## src/rtl/chuff_pkg.sv

```systemverilog
package chuff_pkg;

  localparam int CH_IDX_W = 9;
  localparam int CH_LEN_W = 4;
  localparam int CH_NGRP  = 9;

  // Group start indices, ascending; element 0 must be zero.
  localparam logic [CH_NGRP-1:0][CH_IDX_W-1:0] CH_START_DEF = {
    9'd186, 9'd171, 9'd154, 9'd101, 9'd31, 9'd18, 9'd9, 9'd1, 9'd0
  };

  // Codeword length per group, non-decreasing with the group number.
  localparam logic [CH_NGRP-1:0][CH_LEN_W-1:0] CH_LEN_DEF = {
    4'd12, 4'd12, 4'd12, 4'd11, 4'd8, 4'd8, 4'd5, 4'd5, 4'd5
  };

endpackage

```

## src/rtl/chuff_grp_sel.sv

```systemverilog
module chuff_grp_sel #(
  parameter int IDX_W = 9,
  parameter int NGRP  = 9,
  parameter logic [NGRP-1:0][IDX_W-1:0] GRP_START = '0
) (
  input  logic [IDX_W-1:0] idx,
  output logic [NGRP-1:0]  grp_oh
);

  logic [NGRP-1:0] at_or_above;

  // One comparator per group start, all evaluated at once.
  for (genvar g = 0; g < NGRP; g++) begin : g_cmp
    assign at_or_above[g] = (idx >= GRP_START[g]);
  end

  // Starts ascend, so the compare results form a thermometer code.
  // The selected group is the top set bit of that code.
  for (genvar g = 0; g < NGRP; g++) begin : g_edge
    if (g == NGRP - 1) begin : g_top
      assign grp_oh[g] = at_or_above[g];
    end else begin : g_mid
      assign grp_oh[g] = at_or_above[g] & ~at_or_above[g+1];
    end
  end

endmodule

```

## src/rtl/chuff_code_form.sv

```systemverilog
module chuff_code_form #(
  parameter int IDX_W  = 9,
  parameter int LEN_W  = 4,
  parameter int NGRP   = 9,
  parameter int CODE_W = 12,
  parameter logic [NGRP-1:0][IDX_W-1:0] GRP_START = '0,
  parameter logic [NGRP-1:0][LEN_W-1:0] GRP_LEN   = '0
) (
  input  logic [IDX_W-1:0]  idx,
  input  logic [NGRP-1:0]   grp_oh,
  output logic [CODE_W-1:0] code,
  output logic [LEN_W-1:0]  len
);

  // Canonical first code of each group, computed from the group sizes:
  // next group's first = (previous first + previous size) shifted left
  // by the growth in length.
  function automatic logic [NGRP-1:0][CODE_W-1:0] calc_first();
    logic [NGRP-1:0][CODE_W-1:0] f;
    longint nxt;
    longint top;
    f   = '0;
    nxt = 0;
    for (int g = 0; g < NGRP; g++) begin
      if (g > 0) begin
        nxt = nxt <<< (int'(GRP_LEN[g]) - int'(GRP_LEN[g-1]));
      end
      f[g] = nxt[CODE_W-1:0];
      if (g < NGRP - 1) begin
        top = longint'(GRP_START[g+1]);
      end else begin
        top = longint'(1) <<< IDX_W;
      end
      nxt = nxt + top - longint'(GRP_START[g]);
    end
    return f;
  endfunction

  localparam logic [NGRP-1:0][CODE_W-1:0] GRP_FIRST = calc_first();

  logic [IDX_W-1:0]  start_sel;
  logic [CODE_W-1:0] first_sel;
  logic [LEN_W-1:0]  len_sel;
  logic [IDX_W-1:0]  offset;

  // AND-OR multiplexer over the one-hot group select.
  always_comb begin
    start_sel = '0;
    first_sel = '0;
    len_sel   = '0;
    for (int g = 0; g < NGRP; g++) begin
      if (grp_oh[g]) begin
        start_sel |= GRP_START[g];
        first_sel |= GRP_FIRST[g];
        len_sel   |= GRP_LEN[g];
      end
    end
  end

  assign offset = idx - start_sel;
  assign code   = first_sel + CODE_W'(offset);
  assign len    = len_sel;

endmodule

```

## src/rtl/chuff_out_stage.sv

```systemverilog
module chuff_out_stage #(
  parameter int DW = 16
) (
  input  logic          clk,
  input  logic          rst_n,
  input  logic          up_valid,
  output logic          up_ready,
  input  logic [DW-1:0] up_data,
  output logic          dn_valid,
  input  logic          dn_ready,
  output logic [DW-1:0] dn_data
);

  // The stage may load when it is empty or is being drained this cycle.
  assign up_ready = ~dn_valid | dn_ready;

  always_ff @(posedge clk or negedge rst_n) begin
    if (!rst_n) begin
      dn_valid <= 1'b0;
      dn_data  <= '0;
    end else if (up_ready) begin
      dn_valid <= up_valid;
      if (up_valid) begin
        dn_data <= up_data;
      end
    end
  end

endmodule

```

## src/rtl/chuff_enc.sv

```systemverilog
module chuff_enc #(
  parameter int IDX_W = chuff_pkg::CH_IDX_W,
  parameter int LEN_W = chuff_pkg::CH_LEN_W,
  parameter int NGRP  = chuff_pkg::CH_NGRP,
  parameter logic [NGRP-1:0][IDX_W-1:0] GRP_START = chuff_pkg::CH_START_DEF,
  parameter logic [NGRP-1:0][LEN_W-1:0] GRP_LEN   = chuff_pkg::CH_LEN_DEF
) (
  input  logic                   clk,
  input  logic                   rst_n,
  input  logic                   in_valid,
  output logic                   in_ready,
  input  logic [IDX_W-1:0]       in_idx,
  output logic                   out_valid,
  input  logic                   out_ready,
  output logic [max_len()-1:0]   out_code,
  output logic [LEN_W-1:0]       out_len
);

  // The code field is as wide as the longest codeword in the table.
  function automatic int max_len();
    int m;
    m = 1;
    for (int g = 0; g < NGRP; g++) begin
      if (int'(GRP_LEN[g]) > m) m = int'(GRP_LEN[g]);
    end
    return m;
  endfunction

  localparam int CODE_W = max_len();
  localparam int DW     = CODE_W + LEN_W;

  logic [NGRP-1:0]   grp_oh;
  logic [CODE_W-1:0] code_c;
  logic [LEN_W-1:0]  len_c;
  logic [DW-1:0]     word_c;
  logic [DW-1:0]     word_q;

  chuff_grp_sel #(
    .IDX_W     (IDX_W),
    .NGRP      (NGRP),
    .GRP_START (GRP_START)
  ) u_sel (
    .idx    (in_idx),
    .grp_oh (grp_oh)
  );

  chuff_code_form #(
    .IDX_W     (IDX_W),
    .LEN_W     (LEN_W),
    .NGRP      (NGRP),
    .CODE_W    (CODE_W),
    .GRP_START (GRP_START),
    .GRP_LEN   (GRP_LEN)
  ) u_form (
    .idx    (in_idx),
    .grp_oh (grp_oh),
    .code   (code_c),
    .len    (len_c)
  );

  assign word_c = {len_c, code_c};

  chuff_out_stage #(
    .DW (DW)
  ) u_out (
    .clk      (clk),
    .rst_n    (rst_n),
    .up_valid (in_valid),
    .up_ready (in_ready),
    .up_data  (word_c),
    .dn_valid (out_valid),
    .dn_ready (out_ready),
    .dn_data  (word_q)
  );

  assign out_code = word_q[CODE_W-1:0];
  assign out_len  = word_q[DW-1:CODE_W];

endmodule

```

## config.mk

```make
export PLATFORM = sky130hd
export DESIGN_NAME = chuff_enc
export DESIGN_NICKNAME = d
export VERILOG_FILES = /design/src/rtl/chuff_pkg.sv /design/src/rtl/chuff_grp_sel.sv /design/src/rtl/chuff_code_form.sv /design/src/rtl/chuff_out_stage.sv /design/src/rtl/chuff_enc.sv
export SDC_FILE = /design/constraint.sdc
export NUM_CORES = 1
export LEC_CHECK = 0
export ABC_AREA = 1
export BUFFER_PORTS_ARGS = -buffer_cell sky130_fd_sc_hd__buf_2
export CAP_MARGIN = 20
export CORE_ASPECT_RATIO = 0.8
export CORE_UTILIZATION = 45
export CTS_CLUSTER_DIAMETER = 150
export DETAILED_ROUTE_END_ITERATION = 10
export PLACE_DENSITY = 0.69
export SYNTH_ARGS = -nofsm -noshare
export SYNTH_HDL_FRONTEND = slang
export SYNTH_SLANG_ARGS = --single-unit
export TNS_END_PERCENT = 1
```

## constraint.sdc

```tcl
create_clock -name clk -period 1.4 [get_ports clk]
set_clock_uncertainty 0.15 [all_clocks]
set_input_delay 0.42 -clock clk [delete_from_list [all_inputs] [get_ports clk]]
set_output_delay 0.42 -clock clk [all_outputs]
set_load 0.02 [all_outputs]
```

==> results.json, run 1 <==
{
  "run_status": "finished, violations left",
  "failed_checks": "negative setup slack",
  "postSynthRegisterBits": 17,
  "drt_iter0_markers": 297,
  "irDropWorstVdd_mv": 1.05,
  "worst_ep_arrival_time_ns": 3.88,
  "ant_nets": 0,
  "antennaDiodeCount": 0,
  "cts_made_buffers": 3,
  "dp_worst_setup_slack_ns": -2.41,
  "count_of_non_filler_cells_in_the_finished_layout": 390,
  "design.core.area_um2": 3490,
  "buffer_ports.inserted": 30,
  "io_pins": 31,
  "drt_wl_total_um": 6860,
  "fin_nets": 380,
  "die_w_um": 70.2,
  "clock_sinks": 17,
  "worst_ep_required_time_ns": 1.45,
  "clockRootBuffer": "sky130_fd_sc_hd__clkbuf_8",
  "setup.worst_path.class": "input pin to register",
  "timing.final.setup_violations": 17,
  "fin_setup_tns_ns": -23.96,
  "global_placer_s_final_weighted_congestion": 0.902,
  "crit_fanout": 3,
  "finalCritPeriodShare": 2.74,
  "floorplan.die_area_um2": 3970,
  "crit_slowest_cell": "sky130_fd_sc_hd__ha_1",
  "cp.buffers_inverters": 7,
  "postSynthCellCount": 230,
  "fmaxAchievable_mhz": 261,
  "setup_slack_ns": -2.43,
  "initial_core_util": 0.479,
  "hp-class": "input pin to register",
  "seq_area_frac_synth": 0.254,
  "period_minus_slack_ns": 3.83,
  "slew_violations": 0,
  "antenna_found_initial": 0,
  "tightest_slew_ns": 0.385,
  "report.final.hold_viol_count": 0,
  "timing.hold.ws_ns": 0.320,
  "grt_util_all_layers": 0.285,
  "power_mw": 3.19,
  "cts.path.max_buffers": 2,
  "area_growth_syn_to_layout_pct": 74.7,
  "maximum_number_of_pins_on_one_net_before_global_route_repair": 22,
  "dr_total_vias": 2209,
  "later_pin_clock_latency_in_the_skew_report_ns": 0.25,
  "cp_top_family": "simple AND/OR/NAND/NOR gates",
  "power_per_cell_area_nw_per_um2": 1090,
  "crit_path_max_incr_delay_ns": 0.39,
  "layout_common_cells": "sky130_fd_sc_hd__buf_4, sky130_fd_sc_hd__nand2_1, sky130_fd_sc_hd__inv_1, sky130_fd_sc_hd__buf_2, sky130_fd_sc_hd__dfrtp_1",
  "row_count": 19,
  "dp.cells": 361,
  "dp_hpwl_um": 3730,
  "timing.critical_path.to_type": "register",
  "max_slew_headroom": 0.743,
  "chipHeight_um": 56.6,
  "grt_pass1_vias": 1950,
  "tritoncts_clock_tree": "yes",
  "detail_route.drc_violations": 0,
  "layout.cells.most_common": "sky130_fd_sc_hd__buf_4",
  "synthesis.yosys.warnings": 0,
  "cap_viol_max_count": 0,
  "avgRoutedWirePerCell_um": 17.6,
  "startpoint_kind_of_the_worst_setup_timing_path": "input pin",
  "synth_fp_nets": 261,
  "cpMostUsedCell": "sky130_fd_sc_hd__nand2_2",
  "detail_route.vias_per_cell": 5.66,
  "cts_max_level": 1,
  "total_leakage_power_nw": 1.54,
  "clock_pin_slew_reported_for_the_worst_setup_and_hold_paths_after_clock_tree_synthesis_ns": 0.06,
  "ys_types": 36,
  "syn_avg_cell_area_um2": 7.28,
  "grt_overflow": 0,
  "post_route_cells_drive_above_1_share": 0.549,
  "grt_first_pass_wirelength_um": 8900,
  "first_pass_iters": 5,
  "synth.cell_area_um2": 1670,
  "grt_setup_unrepaired": "true"
}
-- cells by family after synthesis --
family / Yosys count / synth area share
adder cells (fa/ha/maj): 18 / 0.143
AO/OA/AOI/OAI: 39 / 0.152
XOR/XNOR: 9 / 0.0471
flip-flops: 17 / 0.254
buffers and inverters: 42 / 0.0964
AND/OR/NAND/NOR: 105 / 0.307
-- cell type report --
class,count,area (um^2)
Fill cell,194,571
Tap cell,42,52.6
Clock buffer,4,45.0
Multi-Input combinational cell,171,1370
Sequential cell,17,425
Timing Repair Buffer,117,885
Inverter,39,149
-- flip-flops by register name, indices dropped and copies added, names as in the netlist --
name / cells
u_out.dn_data: 16
u_out.dn_valid: 1
-- metal layers --
metal | vias up | share of wire | routed length, um | GRT usage
met5 | - | 0 | 0 | 0
met4 | 0 | 0.056 | 381 | 0.0943
met3 | 40 | 0.091 | 627 | 0.0557
met2 | 147 | 0.45 | 3090 | 0.460
met1 | 1037 | 0.40 | 2760 | 0.385
li1 | 985 | - | - | -
-- final timing paths --
check                                             start                             to  slack (ns)  cells after the start
max in group asynchronous                         rst_n     u_out.dn_valid$_DFFE_PN0N_        0.36                      2
max reg2reg                  u_out.dn_valid$_DFFE_PN0N_  u_out.dn_data[10]$_DFFE_PN0P_        0.01                      5
min in group asynchronous                         rst_n   u_out.dn_data[0]$_DFFE_PN0P_        0.46                      2
min reg2reg                u_out.dn_data[5]$_DFFE_PN0P_   u_out.dn_data[5]$_DFFE_PN0P_        0.34                      2
max                                           in_idx[3]  u_out.dn_data[11]$_DFFE_PN0P_       -2.43                     27
min                                           out_ready     u_out.dn_valid$_DFFE_PN0N_        0.32                      4
-- tightest hold or removal path: stages --
cell and delay, ns:
sky130_fd_sc_hd__buf_2 0.08, sky130_fd_sc_hd__inv_1 0.04, sky130_fd_sc_hd__nand2_2 0.08, sky130_fd_sc_hd__nand2_1 0.07
-- metrics by stage --
stage	area [um^2]	util
global route	2920	0.837
detailed placement	2390	0.684
floorplan	1710	-
finish	2920	0.837
CTS	2720	0.777
global placement	2390	0.684
-- report_power, final --
part / internal [mW] / switching, mW
registers: 0.639 / 0.0783
clock network: 0.202 / 0.170
logic: 0.952 / 1.15
-- cells in the mapped netlist, drive strengths merged --
cell type	instances	area share
a21boi	1	0.0045
nand3	14	0.045
and2	1	0.0037
nor3	2	0.0090
xor2	7	0.037
o21ai	13	0.043
o311ai	1	0.0052
o31ai	2	0.012
ha	16	0.12
nor2	24	0.081
nand2	55	0.13
a21oi	17	0.058
dfrtp	17	0.25
a21o	1	0.0045
clkbuf	2	0.0045
buf	1	0.0030
xnor2	2	0.010
inv	39	0.089
o21a	1	0.0045
fa	2	0.024
nand4	8	0.030
nand3b	1	0.0045
a31oi	3	0.020
-- timing repair --
item                       in CTS  in global routing
setup buffers                  18                  6
setup endpoints to repair      17                 19
pin swaps                      33                 28
hold buffers                    1                  0
hold endpoints to repair       17                  0
gates resized for setup        38                 31
(Power assumes the default switching activity.)
==> run 2: changes to the inputs <==
--- a/config.mk
+++ b/config.mk
@@ -13,6 +13,7 @@
 export CTS_CLUSTER_DIAMETER = 150
 export DETAILED_ROUTE_END_ITERATION = 10
 export PLACE_DENSITY = 0.69
+export SKIP_LAST_GASP = 1
 export SYNTH_ARGS = -nofsm -noshare
 export SYNTH_HDL_FRONTEND = slang
 export SYNTH_SLANG_ARGS = --single-unit
==> results.json, run 2 (synthesis gave the netlist of run 1 again) <==
{
  "fin_nets": 380,
  "groute.layer.met2.usage": 0.463,
  "run_status": "finished, violations left",
  "grt_overflow": 0,
  "whs_endpoint": "u_out.dn_valid$_DFFE_PN0N_",
  "max_slew_headroom": 0.743,
  "antennaDiodeCount": 0,
  "gr-max-usage-layer": "met2",
  "worst_ep_required_time_ns": 1.39,
  "die_w_um": 70.2,
  "layout.cells.most_common": "sky130_fd_sc_hd__buf_4",
  "crit_fanout": 4,
  "failed_checks": "negative setup slack",
  "regToRegStartpoint": "u_out.dn_valid$_DFFE_PN0N_",
  "setup_slack_ns": -2.31,
  "first_pass_iters": 5,
  "timing.hold.ws_ns": 0.314,
  "cts_made_buffers": 3,
  "io_pins": 31,
  "timing.final.setup_violations": 17,
  "post_route_cells_drive_above_1_share": 0.520,
  "maximum_number_of_pins_on_one_net_before_global_route_repair": 22,
  "antenna_found_initial": 0,
  "final.fill_count": 214,
  "grt_setup_unrepaired": "true",
  "grt_first_pass_wirelength_um": 8710,
  "hp-class": "input pin to register",
  "cts.path.max_buffers": 2,
  "grt.met3_usage": 0.0449,
  "buffer_ports.inserted": 30,
  "dp_worst_setup_slack_ns": -2.41,
  "report.final.hold_viol_count": 0,
  "ant_nets": 0,
  "design.core.area_um2": 3490,
  "layout_common_cells": "sky130_fd_sc_hd__buf_4, sky130_fd_sc_hd__nand2_1, sky130_fd_sc_hd__inv_1, sky130_fd_sc_hd__buf_2, sky130_fd_sc_hd__dfrtp_1",
  "cts_max_level": 1,
  "floorplan.die_area_um2": 3970,
  "tritoncts_clock_tree": "yes",
  "total_leakage_power_nw": 1.51,
  "reg.largest.list": "u_out.dn_data x16, u_out.dn_valid x1",
  "finalCritPeriodShare": 2.65,
  "power_per_cell_area_nw_per_um2": 1060,
  "fin_setup_tns_ns": -24.12,
  "grt_util_all_layers": 0.280,
  "detail_route.vias_per_cell": 5.33,
  "slew_violations": 0,
  "tightest_slew_ns": 0.386,
  "cap_viol_max_count": 0,
  "clock_sinks": 17,
  "hold_start": "out_ready",
  "reg2regPathDepth": 5,
  "fmaxAchievable_mhz": 269,
  "later_pin_clock_latency_in_the_skew_report_ns": 0.25,
  "global_route.usage.met1": 0.385,
  "row_count": 19,
  "chipHeight_um": 56.6,
  "largest_register_ff_count": 16,
  "min_path_cells": 4,
  "worst_ep_arrival_time_ns": 3.71,
  "detail_route.drc_violations": 0,
  "avgRoutedWirePerCell_um": 15.2,
  "clock_pin_slew_reported_for_the_worst_setup_and_hold_paths_after_clock_tree_synthesis_ns": 0.06,
  "ff2ff_setup_slack_ns": 0.02,
  "irDropWorstVdd_mv": 1.01,
  "timing.critical_path.to_type": "register",
  "top_register": "u_out.dn_data",
  "drt_iter0_markers": 138,
  "startpoint_kind_of_the_worst_setup_timing_path": "input pin",
  "global_placer_s_final_weighted_congestion": 0.902,
  "drt_wl_total_um": 5930,
  "crit-reg2reg-capture": "u_out.dn_data[10]$_DFFE_PN0P_",
  "dr_total_vias": 2080,
  "setup.worst_path.class": "input pin to register",
  "area_growth_syn_to_layout_pct": 68.2,
  "period_minus_slack_ns": 3.71,
  "initial_core_util": 0.479,
  "grt_pass1_vias": 1858,
  "dp_hpwl_um": 3730,
  "clockRootBuffer": "sky130_fd_sc_hd__clkbuf_8"
}
## run 2: cell counts in the layout (fill, tap and decap cells not counted)
No cell type changed its count.
## run 2: repair_timing
| item | CTS | global route |
|---|---|---|
| hold buffers | 1 | 0 |
| pin swaps | 24 | 31 |
| buffers inserted | 18 | 6 |
| endpoints found under the setup margin | 17 | 18 |
| gates resized for setup | 24 | 21 |
| endpoints found under the hold margin | 17 | 0 |
## run 2: cell type report
type,instances,area (um^2),area share
inverter,39,149,0.0529
multi-input combinational,171,1280,0.454
tap,42,52.6,0.0187
clock buffer,4,45.0,0.0160
timing repair buffer,117,866,0.307
sequential,17,425,0.151
## run 2: routing by layer
layer,up-vias,routed length (um)
met1,980,2660
met2,93,2770
met3,16,347
met5,-,0
li1,991,-
met4,0,158
## run 2: how the worst max path moves through the flow
stage                     slack [ns]                            end      start
after global routing           -2.44   u_out.dn_data[9]$_DFFE_PN0P_  in_idx[5]
after global placement         -2.36  u_out.dn_data[11]$_DFFE_PN0P_  in_idx[6]
after CTS                      -2.08  u_out.dn_data[11]$_DFFE_PN0P_  in_idx[5]
after detailed placement       -2.41  u_out.dn_data[11]$_DFFE_PN0P_  in_idx[6]
after floorplan                -1.90  u_out.dn_data[11]$_DFFE_PN0P_  in_idx[6]
final                          -2.31   u_out.dn_data[9]$_DFFE_PN0P_  in_idx[1]
## run 2: report_power, final
group / switching (mW) / internal, mW
clock network: 0.169 / 0.202
logic: 1.05 / 0.868
registers: 0.0713 / 0.639
## run 2: critical path, cell delays in order
cell	delay [ns]
sky130_fd_sc_hd__buf_2	0.14
sky130_fd_sc_hd__buf_4	0.14
sky130_fd_sc_hd__inv_1	0.08
sky130_fd_sc_hd__nand4_1	0.15
sky130_fd_sc_hd__nand4_1	0.22
sky130_fd_sc_hd__nand2_4	0.09
sky130_fd_sc_hd__a21oi_4	0.16
sky130_fd_sc_hd__nand3_2	0.11
sky130_fd_sc_hd__ha_4	0.18
sky130_fd_sc_hd__fa_2	0.36
sky130_fd_sc_hd__inv_2	0.10
sky130_fd_sc_hd__nand3_2	0.08
sky130_fd_sc_hd__nand3_2	0.08
sky130_fd_sc_hd__nand2_2	0.07
sky130_fd_sc_hd__nand2_2	0.07
sky130_fd_sc_hd__a21oi_2	0.05
sky130_fd_sc_hd__xor2_1	0.15
sky130_fd_sc_hd__ha_1	0.36
sky130_fd_sc_hd__nand2_1	0.08
sky130_fd_sc_hd__inv_1	0.06
sky130_fd_sc_hd__nand4_1	0.17
sky130_fd_sc_hd__nand2_2	0.17
sky130_fd_sc_hd__nand2_2	0.07
sky130_fd_sc_hd__nand3_1	0.09
sky130_fd_sc_hd__nand2_1	0.05
## run 2: stage by stage
| step | cell area, um^2 | util | total power, mW | cells |
|---|---|---|---|---|
| after global placement | 2390 | 0.684 | 2.32 | 361 |
| after detailed placement | 2390 | 0.684 | 2.36 | 361 |
| final | 2820 | 0.806 | 3.00 | 390 |
| after global routing | 2820 | 0.806 | 3.19 | 390 |
| after CTS | 2680 | 0.766 | 2.86 | 384 |
| after floorplan | 1710 | - | 1.69 | 230 |
